<file path="config.mk">
export PLATFORM = sky130hd
export DESIGN_NAME = pwr_sleep_ctrl
export DESIGN_NICKNAME = d
export VERILOG_FILES = /design/src/rtl/pwr_sleep_pkg.sv /design/src/rtl/pwr_wake_qual.sv /design/src/rtl/pwr_domain_map.sv /design/src/rtl/pwr_halt_timer.sv /design/src/rtl/pwr_sleep_ctrl.sv
export SDC_FILE = /design/constraint.sdc
export NUM_CORES = 1
export LEC_CHECK = 0
export ABC_AREA = 1
export BUFFER_PORTS_ARGS = -buffer_cell sky130_fd_sc_hd__buf_2
export CAP_MARGIN = 20
export CORE_MARGIN = 2
export CORE_UTILIZATION = 49
export DETAILED_ROUTE_END_ITERATION = 8
export PLACE_DENSITY = 0.83
export RECOVER_POWER = 100
export SKIP_LAST_GASP = 1
export SLEW_MARGIN = 30
export SYNTH_ARGS = -nofsm -noshare
export SYNTH_HDL_FRONTEND = slang
export SYNTH_SLANG_ARGS = --single-unit
export TNS_END_PERCENT = 5
</file>
<file path="constraint.sdc">
create_clock -name clk -period 3.14 [get_ports clk]
set_input_delay 0.471 -clock clk [delete_from_list [all_inputs] [get_ports clk]]
set_output_delay 0.471 -clock clk [all_outputs]
set_load 0.05 [all_outputs]
</file>
<file path="src/rtl/pwr_sleep_pkg.sv">
package pwr_sleep_pkg;

  typedef enum logic [2:0] {
    MODE_IDLE  = 3'd0,
    MODE_ADCQ  = 3'd1,
    MODE_DOFF  = 3'd2,
    MODE_TKEEP = 3'd3
  } lp_mode_e;

  typedef enum logic [1:0] {
    ST_RUN,
    ST_SLEEP,
    ST_OSC_WAIT,
    ST_HALT
  } slp_state_e;

  typedef struct packed {
    logic cpu;
    logic flash;
    logic io;
    logic adc;
    logic async_t;
    logic osc;
  } dom_en_t;

  localparam int unsigned SRC_EXT0   = 0;
  localparam int unsigned SRC_PINCHG = 1;
  localparam int unsigned SRC_START  = 2;
  localparam int unsigned SRC_ATMR   = 3;
  localparam int unsigned SRC_NVM    = 4;
  localparam int unsigned SRC_ADC    = 5;

  localparam dom_en_t DOM_ALL_ON = '{cpu: 1'b1, flash: 1'b1, io: 1'b1,
                                     adc: 1'b1, async_t: 1'b1, osc: 1'b1};

  // Reserved codes fall back to Idle.
  function automatic lp_mode_e mode_decode(input logic [2:0] code);
    case (code)
      3'd1:    return MODE_ADCQ;
      3'd2:    return MODE_DOFF;
      3'd3:    return MODE_TKEEP;
      default: return MODE_IDLE;
    endcase
  endfunction

endpackage

</file>
<file path="src/rtl/pwr_wake_qual.sv">
module pwr_wake_qual
  import pwr_sleep_pkg::*;
#(
  parameter int unsigned NUM_IRQ = 8
) (
  input  lp_mode_e             mode,
  input  logic                 ext0_level,
  output logic [NUM_IRQ-1:0]   wake_mask
);

  for (genvar i = 0; i < NUM_IRQ; i++) begin : g_src
    localparam int unsigned IDX = i;
    always_comb begin
      case (mode)
        MODE_ADCQ:  wake_mask[i] = (IDX <= SRC_ADC);
        MODE_DOFF:  wake_mask[i] = ((IDX == SRC_EXT0) && ext0_level) ||
                                   (IDX == SRC_PINCHG) || (IDX == SRC_START);
        MODE_TKEEP: wake_mask[i] = ((IDX == SRC_EXT0) && ext0_level) ||
                                   (IDX == SRC_PINCHG) || (IDX == SRC_START) ||
                                   (IDX == SRC_ATMR);
        default:    wake_mask[i] = 1'b1;
      endcase
    end
  end

endmodule

</file>
<file path="src/rtl/pwr_domain_map.sv">
module pwr_domain_map
  import pwr_sleep_pkg::*;
(
  input  lp_mode_e mode,
  output dom_en_t  sleep_map
);

  always_comb begin
    sleep_map = '0;
    case (mode)
      MODE_ADCQ: begin
        sleep_map.adc     = 1'b1;
        sleep_map.async_t = 1'b1;
        sleep_map.osc     = 1'b1;
      end
      MODE_DOFF: sleep_map = '0;
      MODE_TKEEP: sleep_map.async_t = 1'b1;
      default: begin
        sleep_map.io      = 1'b1;
        sleep_map.adc     = 1'b1;
        sleep_map.async_t = 1'b1;
        sleep_map.osc     = 1'b1;
      end
    endcase
  end

endmodule

</file>
<file path="src/rtl/pwr_halt_timer.sv">
module pwr_halt_timer #(
  parameter int unsigned HALT_CYC = 4
) (
  input  logic clk,
  input  logic rst_n,
  input  logic start,
  output logic last
);

  localparam int unsigned CW = $clog2(HALT_CYC + 1);

  logic [CW-1:0] cnt_q;

  always_ff @(posedge clk or negedge rst_n) begin
    if (!rst_n)            cnt_q <= '0;
    else if (start)        cnt_q <= CW'(HALT_CYC);
    else if (cnt_q != '0)  cnt_q <= cnt_q - 1'b1;
  end

  assign last = (cnt_q == CW'(1));

  // the countdown never runs past its load value
  a_r8_cnt_bound: assert property (@(posedge clk) disable iff (!rst_n)
    cnt_q <= CW'(HALT_CYC));

endmodule

</file>
<file path="src/rtl/pwr_sleep_ctrl.sv">
module pwr_sleep_ctrl
  import pwr_sleep_pkg::*;
#(
  parameter int unsigned NUM_IRQ  = 8,
  parameter int unsigned HALT_CYC = 4
) (
  input  logic               clk,
  input  logic               rst_n,
  input  logic               sleep_en,
  input  logic [2:0]         lp_mode,
  input  logic               sleep_exec,
  input  logic               bod_sleep_off,
  input  logic               ext0_level,
  input  logic [NUM_IRQ-1:0] irq_req,
  input  logic [NUM_IRQ-1:0] irq_en,
  input  logic               osc_ready,
  output logic               clk_cpu_en,
  output logic               clk_flash_en,
  output logic               clk_io_en,
  output logic               clk_adc_en,
  output logic               clk_async_en,
  output logic               osc_main_en,
  output logic               core_halt,
  output logic               bod_en,
  output logic               irq_service
);

  slp_state_e          state_q, state_d;
  lp_mode_e            mode_q;
  logic                bod_off_q;
  logic                svc_q;
  dom_en_t             sleep_map, dom;
  logic [NUM_IRQ-1:0]  wake_mask;
  logic                irq_pend, wake_hit, tmr_start, tmr_last;

  pwr_wake_qual #(.NUM_IRQ(NUM_IRQ)) u_qual (
    .mode       (mode_q),
    .ext0_level (ext0_level),
    .wake_mask  (wake_mask)
  );

  pwr_domain_map u_map (
    .mode      (mode_q),
    .sleep_map (sleep_map)
  );

  pwr_halt_timer #(.HALT_CYC(HALT_CYC)) u_tmr (
    .clk   (clk),
    .rst_n (rst_n),
    .start (tmr_start),
    .last  (tmr_last)
  );

  assign irq_pend = |(irq_req & irq_en);
  assign wake_hit = |(irq_req & irq_en & wake_mask);

  always_comb begin
    state_d   = state_q;
    tmr_start = 1'b0;
    case (state_q)
      ST_RUN:
        if (sleep_exec && sleep_en && !irq_pend) state_d = ST_SLEEP;
      ST_SLEEP:
        if (wake_hit) begin
          if (sleep_map.osc) begin
            state_d   = ST_HALT;
            tmr_start = 1'b1;
          end else begin
            state_d = ST_OSC_WAIT;
          end
        end
      ST_OSC_WAIT:
        if (osc_ready) begin
          state_d   = ST_HALT;
          tmr_start = 1'b1;
        end
      default:
        if (tmr_last) state_d = ST_RUN;
    endcase
  end

  always_ff @(posedge clk or negedge rst_n) begin
    if (!rst_n) begin
      state_q   <= ST_RUN;
      mode_q    <= MODE_IDLE;
      bod_off_q <= 1'b0;
      svc_q     <= 1'b0;
    end else begin
      state_q <= state_d;
      svc_q   <= (state_q == ST_HALT) && (state_d == ST_RUN);
      if (state_q == ST_RUN && state_d == ST_SLEEP) begin
        mode_q    <= mode_decode(lp_mode);
        bod_off_q <= bod_sleep_off;
      end
    end
  end

  always_comb begin
    dom       = DOM_ALL_ON;
    core_halt = 1'b1;
    bod_en    = 1'b1;
    case (state_q)
      ST_RUN:   core_halt = 1'b0;
      ST_SLEEP: begin
        dom    = sleep_map;
        bod_en = !bod_off_q;
      end
      ST_OSC_WAIT: begin
        dom     = sleep_map;
        dom.osc = 1'b1;
      end
      default: ;
    endcase
  end

  assign clk_cpu_en   = dom.cpu;
  assign clk_flash_en = dom.flash;
  assign clk_io_en    = dom.io;
  assign clk_adc_en   = dom.adc;
  assign clk_async_en = dom.async_t;
  assign osc_main_en  = dom.osc;
  assign irq_service  = svc_q;

  // strobe without permission keeps the core running
  a_r1_no_entry: assert property (@(posedge clk) disable iff (!rst_n)
    (state_q == ST_RUN && sleep_exec && !sleep_en) |=> !core_halt);

  // pending enabled request cancels the entry
  a_r11_cancel: assert property (@(posedge clk) disable iff (!rst_n)
    (state_q == ST_RUN && sleep_exec && |(irq_req & irq_en)) |=> !core_halt);

  // an edge request on line 0 alone cannot end deep sleep
  a_r5_ext0_edge: assert property (@(posedge clk) disable iff (!rst_n)
    (state_q == ST_SLEEP && (mode_q == MODE_DOFF || mode_q == MODE_TKEEP) &&
     !ext0_level && (irq_req & irq_en) == NUM_IRQ'(1)) |=> core_halt && !osc_main_en);

  // no progress past the oscillator wait without osc_ready
  a_r7_osc_wait: assert property (@(posedge clk) disable iff (!rst_n)
    (state_q == ST_OSC_WAIT && !osc_ready) |=> (state_q == ST_OSC_WAIT));

  // halt holds until the countdown ends; service follows a halt
  a_r8_halt_hold: assert property (@(posedge clk) disable iff (!rst_n)
    (state_q == ST_HALT && !tmr_last) |=> core_halt);
  a_r8_svc_after_halt: assert property (@(posedge clk) disable iff (!rst_n)
    irq_service |-> ($past(core_halt) && !core_halt));

  // monitor off only while fully asleep
  a_r9_bod_sleep_only: assert property (@(posedge clk) disable iff (!rst_n)
    !bod_en |-> (core_halt && !clk_cpu_en));

  // a gated CPU clock implies a halted core
  a_r3_cpu_gate_halt: assert property (@(posedge clk) disable iff (!rst_n)
    !clk_cpu_en |-> core_halt);

endmodule

</file>
==> flow_metrics.py, run 1 <==
metrics = {
    "cells_and_area": {
        "drive_gt1_share_pct": 21.15,
        "syn_to_final_growth_pct": 23.36,
        "nets": 190,
        "diodes": 0,
    },
    "floorplanning": {
        "fp-row-count": 14,
        "die_area_um2": 1932,
        "dieWidth_um": 43.95,
        "die-height_um": 43.95,
        "ios": 35,
        "coreArea_um2": 1506,
        "initial_utilization_pct": 51.91,
    },
    "route": {
        "drc": 0,
        "avgRoutedWirePerCell_um": 8.942,
        "num_vias": 791,
        "firstDrtPassIters": 4,
        "drt_iter0_drc": 7,
        "totalWireLength_um": 1538,
        "route.detailed.vias_per_inst": 4.599,
        "final_antenna_net_count": 0,
    },
    "timing": {
        "tns_ns": 0,
        "fin_crit_sh_pct": 73.38,
        "final-hold-violation-count": 0,
        "rsz0062_at_grt": "no",
        "fin_crit_ns": 2.304,
        "slew_headroom_pct": 60.00,
        "worst_clock_skew_ns": 0.001340,
        "finalSetupViolCount": 0,
        "drv_slew": 0,
        "tightest_slew_ns": 0.6025,
        "fmax_mhz": 434.0,
    },
    "placement": {
        "place.gp.congestion": 0.8124,
        "io_buffer_count": 34,
        "hpwlAfterDp_um": 1331,
    },
    "setup_path": {
        "critical_path_arrival_ns": 1.83,
        "timing.rr.start": "state_q[1]",
        "path_class": "reg2out",
        "r2r_setup_slack_ns": 1.30,
        "r2r_cells": 10,
        "r2r_end": "bod_off_q",
        "crit_fanout": 5,
        "cp.required_ns": 2.67,
        "cp-start-kind": "register",
        "critPathLaunch": "state_q[1]",
        "crit_path_end_kind": "output port",
    },
    "job": {
        "drv_cap": 0,
    },
    "cts": {
        "h-tree-depth": 1,
        "clk_pin_slew_ns": 0.06,
        "clock_latency_ns": 0.26,
        "post_cts_buffers": 0,
        "cts_tree": "yes",
        "cts-root-buf": "clkbuf_4",
        "postCtsHoldBufs": 0,
        "numCtsBuffers": 3,
        "cts_sinks": 9,
        "clockBufferDepth": 2,
        "cts-resized-gates": 0,
    },
    "synthesis": {
        "synth_xor_area_share_pct": 1.120,
        "synthAdderAreaFrac_pct": 11.20,
        "syn_inst": 119,
        "netlist_area_um2": 782.0,
        "synth_top_area_share_pct": 28.80,
        "synth_top_family_by_area": "simple AND/OR/NAND/NOR gates",
        "synth_seq_cells": 9,
        "syn_avg_cell_area_um2": 6.571,
        "yosys.area_share.simple_pct": 36.80,
        "synth_cell_types": 21,
        "synth_area_leaders": "dfrtp_1 (29%), nand2_1 (20%), ha_1 (11%)",
        "yosysSeqAreaShare_pct": 28.80,
        "synth_area_leader_cell": "dfrtp_1",
        "synth_fp_nets": 152,
        "synth_compound_area_share_pct": 10.56,
        "ys_warn_count": 0,
        "synthMuxAreaShare_pct": 0,
    },
    "global_routing": {
        "grt_max_degree": 10,
        "grt_overflow_total": 0,
        "grtUsageTotal_pct": 18.57,
        "grt_antenna_before_repair": 0,
        "grt_pass1_wl_um": 2573,
        "grt_pass1_vias": 662,
    },
    "run_status": {
        "status": "finished clean",
    },
    "hold_path": {
        "hold_path_class": "in2async",
    },
}
-- cell usage in the layout (no fill, tap or decap), types with 2 or more instances in the layout --
cell type / count
ha_1: 7
buf_2: 24
a21oi_1: 3
nand2_2: 3
o21ai_0: 2
dfrtp_1: 9
o21bai_1: 2
clkbuf_4: 3
inv_1: 21
nand2_1: 42
nand3_1: 7
clkbuf_1: 11
nor2_1: 15
-- synth_stat cells, drive strengths merged --
library cell	n
o21ai	2
o31ai	1
dfrtp	9
nand3	8
a211oi	1
nand2	45
a21oi	4
inv	22
xor2	1
o21bai	2
nor2	15
o211ai	1
ha	7
buf	1
-- logic make-up after synthesis --
family | count (synthesis)
AOI/OAI and AO/OA | 11
xor gates and xnor gates | 1
adders and majority gates | 7
buffers and inverters | 23
DFF | 9
and+or+nand+nor | 68
-- metrics by stage --
stage | instances | setup WS, ns | instance area [um2] | util [%] | hold slack [ns]
final | 172 | 0.8358 | 964.7 | 64.04 | 0.1403
after global placement | 168 | 1.393 | 964.7 | 64.04 | 0.3291
after CTS | 172 | 1.007 | 991.0 | 65.78 | 0.03831
after detailed placement | 168 | 1.312 | 964.7 | 64.04 | 0.3320
after global routing | 172 | 0.7390 | 964.7 | 64.04 | 0.1827
after floorplan | 119 | 0.6993 | 782.0 | - | 0.1754
-- cell type report --
class	count	area, um2
multi-input combinational	87	452.9
timing repair buffer	34	157.7
sequential	9	225.2
inverter	22	82.58
clock buffer	4	26.28
tap	16	20.02
fill	146	541.8
-- critical path, stage by stage, from the launching register on --
cell	delay, ns
dfrtp_1	0.42
inv_1	0.12
ha_1	0.26
nor2_1	0.09
o31ai_1	0.19
clkbuf_1	0.49
-- registers in the layout (all words and copies together) (netlist names) --
signal and cells:
mode_q 2, u_tmr.cnt_q 3, irq_service 1, bod_off_q 1
state_q 2
-- metal layers --
| layer | vias to the layer above | global-route usage [%] | share of wire, % |
|---|---|---|---|
| li1 | 435 | - | - |
| met1 | 327 | 22.19 | 45 |
| met2 | 27 | 28.24 | 44 |
| met3 | 2 | 4.583 | 9.8 |
| met4 | 0 | 14.55 | 0.91 |
| met5 | - | 0 | 0 |
-- worst max-delay path by stage --
stage / end
floorplan: clk_io_en
global placement: clk_io_en
detailed placement: clk_io_en
CTS: clk_io_en
global route: clk_io_en
finish: clk_io_en
Power of run 1 is left out: the tool's default activity adds up to more than one toggle a clock period on the data nets, which glitch-free logic cannot reach.
==> run 2: changes to the inputs <==
--- a/config.mk
+++ b/config.mk
@@ -8,10 +8,11 @@
 export ABC_AREA = 1
 export BUFFER_PORTS_ARGS = -buffer_cell sky130_fd_sc_hd__buf_2
 export CAP_MARGIN = 20
+export CORE_ASPECT_RATIO = 1.4
 export CORE_MARGIN = 2
-export CORE_UTILIZATION = 49
+export CORE_UTILIZATION = 41
 export DETAILED_ROUTE_END_ITERATION = 8
-export PLACE_DENSITY = 0.83
+export PLACE_DENSITY = 0.74
 export RECOVER_POWER = 100
 export SKIP_LAST_GASP = 1
 export SLEW_MARGIN = 30
==> constraint.sdc (replaced) <==
create_clock -name clk -period 2 [get_ports clk]
set_input_delay 0.3 -clock clk [delete_from_list [all_inputs] [get_ports clk]]
set_output_delay 0.3 -clock clk [all_outputs]
set_load 0.05 [all_outputs]
==> run 2 against run 1 <==
Setup slack got worse by 0.68 ns; sequential share of layout area fell by 1.1 points; count of clock-buffer cells in the layout did not move; non-clock buffer count rose by 1; critical endpoint is now clk_adc_en; highest routed layer unchanged.
==> flow_metrics.py, run 2 (synthesis results as in run 1) <==
metrics = {
    "run_status": {
        "status": "finished clean",
    },
    "cells_and_area": {
        "diodes": 0,
        "fin_area_um2": 1012,
        "drive_gt1_share_pct": 29.30,
        "reg_top3": "u_tmr.cnt_q (3), mode_q (2), state_q (2)",
        "largest_register": "u_tmr.cnt_q",
        "layout_common_cells": "nand2_1 (42), buf_2 (31), inv_1 (21), nor2_1 (12), dfrtp_1 (9)",
        "syn_to_final_growth_pct": 29.44,
        "nets": 191,
        "final_common_cell": "nand2_1",
        "largest_reg_flops": 3,
    },
    "hold_path": {
        "hold_path_depth": 3,
        "min_from": "bod_sleep_off",
        "min_to": "bod_off_q",
        "hold_path_class": "in2reg",
    },
    "cts": {
        "cts-root-buf": "clkbuf_4",
        "post_cts_buffers": 0,
        "clock_latency_ns": 0.26,
        "h-tree-depth": 1,
        "cts_sinks": 9,
        "numCtsBuffers": 3,
        "cts_tree": "yes",
        "clockBufferDepth": 2,
        "clk_pin_slew_ns": 0.06,
    },
    "timing": {
        "fin_crit_sh_pct": 92.33,
        "tightest_slew_ns": 0.5878,
        "worst_clock_skew_ns": 0.007360,
        "fin_crit_ns": 1.847,
        "fmax_mhz": 541.6,
        "finalSetupViolCount": 0,
        "rsz0062_at_grt": "yes",
        "slew_headroom_pct": 60.98,
        "final-hold-violation-count": 0,
        "drv_slew": 0,
    },
    "floorplanning": {
        "coreArea_um2": 1779,
        "die_area_um2": 2278,
        "fp-row-count": 18,
        "initial_utilization_pct": 43.95,
        "die-height_um": 55.68,
        "ios": 35,
        "dieWidth_um": 40.91,
    },
    "route": {
        "drc": 0,
        "drt_iter0_drc": 4,
        "avgRoutedWirePerCell_um": 8.915,
        "totalWireLength_um": 1578,
        "route.detailed.vias_per_inst": 4.537,
        "final_antenna_net_count": 0,
        "num_vias": 803,
        "firstDrtPassIters": 4,
    },
    "setup_path": {
        "path_cells": "inv_1, ha_1, nor2_2, o21ai_0, buf_2",
        "r2r_end": "mode_q[0]",
        "critPathSlowestCell": "dfrtp_1",
        "timing.rr.start": "state_q[0]",
        "r2r_cells": 10,
        "crit_path_end_kind": "output port",
        "path_class": "reg2out",
        "r2r_setup_slack_ns": 0.36,
        "crit_fanout": 5,
        "cpPeakStageDelay_ns": 0.41,
        "cp-start-kind": "register",
        "cp.required_ns": 1.70,
        "critical_path_arrival_ns": 1.55,
        "critPathLaunch": "state_q[0]",
    },
    "placement": {
        "place.gp.congestion": 0.8561,
        "hpwlAfterDp_um": 1368,
        "placed_area_um2": 974.7,
        "io_buffer_count": 34,
    },
    "global_routing": {
        "grt_antenna_before_repair": 0,
        "grt_overflow_total": 0,
        "grt_pass1_vias": 724,
        "grtUsageTotal_pct": 15.23,
        "grt_max_degree": 10,
        "grt_pass1_wl_um": 2546,
    },
    "job": {
        "drv_cap": 0,
    },
}
==> run 2: worst max path at each step <==
stage               slack (ns)         end  cells after the start
detailed placement        0.33   mode_q[0]                     10
floorplan                -0.19  clk_adc_en                      4
global route             -0.01   clk_io_en                      5
finish                    0.15  clk_adc_en                      5
CTS                       0.07   clk_io_en                      5
global placement          0.34   mode_q[0]                     10
==> run 2: area by class of cell <==
cell class | count | area [um2]
clock buffer | 4 | 26.28
timing repair buffer | 35 | 180.2
inverter | 22 | 82.58
multi-input combinational | 87 | 473.0
fill | 170 | 767.0
tap | 20 | 25.02
sequential | 9 | 225.2
==> run 2: worst max-delay path, delay by kind of cell (launching register included) <==
kind	cells	cell delay (ns)
buf+inv	2	0.41
fa+ha+maj	1	0.26
compound gates	1	0.13
simple gates	1	0.09
flops	1	0.41
==> run 2: repair_timing <==
item,4_1_cts,5_1_grt
resized for setup,0,4
setup endpoints to repair,0,2
endpoints found under the hold margin,9,0
hold buffers,1,0
==> run 2: stage by stage <==
stage	util, %	worst slack [ns]	TNS (ns)	hold slack (ns)	instances
after floorplan	-	-0.1914	-0.1914	0.004409	119
after global placement	54.78	0.3368	0	0.1586	172
after detailed placement	54.78	0.3348	0	0.1624	172
after CTS	56.82	0.07070	0	0.2712	177
after global routing	56.89	-0.01239	-0.01239	0.2801	177
final	56.89	0.1535	0	0.2724	177
==> run 2: layer usage <==
layer,share of wire [%],up-vias,track usage (%)
met5,0,-,0
met4,1.2,0,7.619
met3,9.1,2,2.000
met2,47,33,27.01
met1,43,331,15.52
li1,-,437,-
Power of run 2 is left out for the same reason.
==> run 3: changes to the inputs <==
==> constraint.sdc (replaced) <==
create_clock -name clk -period 2 [get_ports clk]
set_input_delay 0.1 -clock clk [delete_from_list [all_inputs] [get_ports clk]]
set_output_delay 0.1 -clock clk [all_outputs]
set_load 0.05 [all_outputs]
==> run 3 against run 2 <==
Setup slack better by 0.021 ns; critical path type unchanged; routed wire length grew 7.2%; sequential cell count unchanged; first-iteration DRC count shrank 50%; design area shrank 1.4%; global-route usage is 1.9 points higher; fmax increased by 1.1%; clock skew shrank 0.0061 ns; critical path depth decreased by 1; register-to-register slack got worse by 0.08 ns; core utilization down 0.77 points.
==> flow_metrics.py, run 3 (synthesis results as in run 1) <==
metrics = {
    "global_routing": {
        "grt_max_degree": 10,
        "gr-usage-met1_pct": 16.84,
        "grt_pass1_vias": 796,
        "grt_overflow_total": 0,
        "grt_pass1_wl_um": 2849,
        "grt_antenna_before_repair": 0,
        "grtUsageTotal_pct": 17.12,
        "grt_use_met2_pct": 31.25,
        "grt-busiest-layer": "met2",
        "use_met3_pct": 1.600,
    },
    "timing": {
        "fin_crit_sh_pct": 91.28,
        "tightest_slew_ns": 0.5947,
        "drv_slew": 0,
        "rsz0062_at_grt": "no",
        "tns_ns": 0,
        "finalSetupViolCount": 0,
        "fmax_mhz": 547.8,
        "final-hold-violation-count": 0,
        "worst_clock_skew_ns": 0.001252,
        "fin_crit_ns": 1.826,
        "slew_headroom_pct": 60.52,
    },
    "cells_and_area": {
        "final_common_cell": "nand2_1",
        "largest_register": "u_tmr.cnt_q",
        "diodes": 0,
        "layout_common_cells": "nand2_1 (43), buf_2 (24), inv_1 (21), nor2_1 (13), dfrtp_1 (9)",
        "largest_reg_flops": 3,
        "reg_top3": "u_tmr.cnt_q (3), mode_q (2), state_q (2)",
        "syn_to_final_growth_pct": 27.68,
        "drive_gt1_share_pct": 25.48,
        "nets": 191,
    },
    "cts": {
        "cts-root-buf": "clkbuf_4",
        "clockBufferDepth": 2,
        "clk_pin_slew_ns": 0.06,
        "post_cts_buffers": 0,
        "cts-resized-gates": 0,
        "cts_tree": "yes",
        "postCtsHoldBufs": 1,
        "h-tree-depth": 1,
        "cts_sinks": 9,
        "clock_latency_ns": 0.26,
        "numCtsBuffers": 3,
    },
    "setup_path": {
        "timing.rr.start": "state_q[1]",
        "r2r_setup_slack_ns": 0.28,
        "cp.required_ns": 1.90,
        "crit_top_cell": "inv_1",
        "critical_path_arrival_ns": 1.73,
        "path_buf_inv": 3,
        "r2r_cells": 10,
        "critPathLaunch": "state_q[0]",
        "r2r_end": "mode_q[0]",
        "path_class": "reg2out",
        "cpPeakStageDelay_ns": 0.47,
        "crit_fanout": 6,
        "crit_path_end_kind": "output port",
        "cp-start-kind": "register",
        "path_delay_family": "buffers and inverters",
        "critPathSlowestCell": "clkbuf_1",
        "path_cells": "inv_1, ha_1, inv_1, clkbuf_1",
    },
    "route": {
        "totalWireLength_um": 1691,
        "avgRoutedWirePerCell_um": 9.554,
        "final_antenna_net_count": 0,
        "firstDrtPassIters": 2,
        "drt_iter0_drc": 2,
        "route.detailed.vias_per_inst": 4.638,
        "drc": 0,
        "num_vias": 821,
    },
    "placement": {
        "place.gp.congestion": 0.8516,
        "io_buffer_count": 34,
        "hpwlAfterDp_um": 1442,
    },
    "hold_path": {
        "min_to": "bod_off_q",
        "hold_path_class": "in2reg",
        "min_from": "bod_sleep_off",
        "hold_path_depth": 3,
    },
    "floorplanning": {
        "fp-row-count": 18,
        "die-height_um": 55.68,
        "die_area_um2": 2278,
        "initial_utilization_pct": 43.95,
        "ios": 35,
        "coreArea_um2": 1779,
        "dieWidth_um": 40.91,
    },
    "job": {
        "drv_cap": 0,
    },
    "run_status": {
        "status": "finished clean",
    },
}
-- run 3: changes by cell type in the layout (fill, tap and decap cells not counted), sizes merged --
cell,change
clkbuf,+8
buf,-8
-- run 3: tightest hold or removal path, cell delays in order --
cell	delay (ns)
buf_2	0.08
nand3_1	0.06
nand2_1	0.06
-- run 3: routing by layer --
layer,up-vias,wire (um)
met5,-,0
met4,0,21
met3,2,140
met2,31,840
met1,354,688
li1,434,-
-- run 3: through the flow --
step / area [um2] / hold slack (ns) / utilization [%] / instances / setup WS (ns)
after floorplan: 787.0 / -0.1956 / - / 119 / 0.008605
after global placement: 974.7 / -0.04176 / 54.78 / 172 / 0.3297
after detailed placement: 974.7 / -0.03358 / 54.78 / 172 / 0.2918
after CTS: 1011 / 0.06930 / 56.82 / 177 / 0.2503
after global routing: 998.5 / 0.07633 / 56.12 / 177 / 0.06832
final: 998.5 / 0.07424 / 56.12 / 177 / 0.1744
-- run 3: worst max path at each step --
stage / cells after the start / slack (ns) / to
3_5_place_dp: 10 / 0.29 / mode_q[0]
3_3_place_gp: 10 / 0.33 / mode_q[1]
5_1_grt: 11 / 0.07 / mode_q[0]
4_1_cts: 5 / 0.25 / clk_io_en
6_report: 4 / 0.17 / clk_flash_en
2_1_floorplan: 4 / 0.009 / clk_adc_en
-- run 3: cell type report --
cell class                 instances  area [um2]
inverter                          22       82.58
tap                               20       25.02
timing repair buffer              35       173.9
fill                             182       780.7
clock buffer                       4       26.28
sequential                         9       225.2
multi-input combinational         87       465.4
Power of run 3 is left out for the same reason.
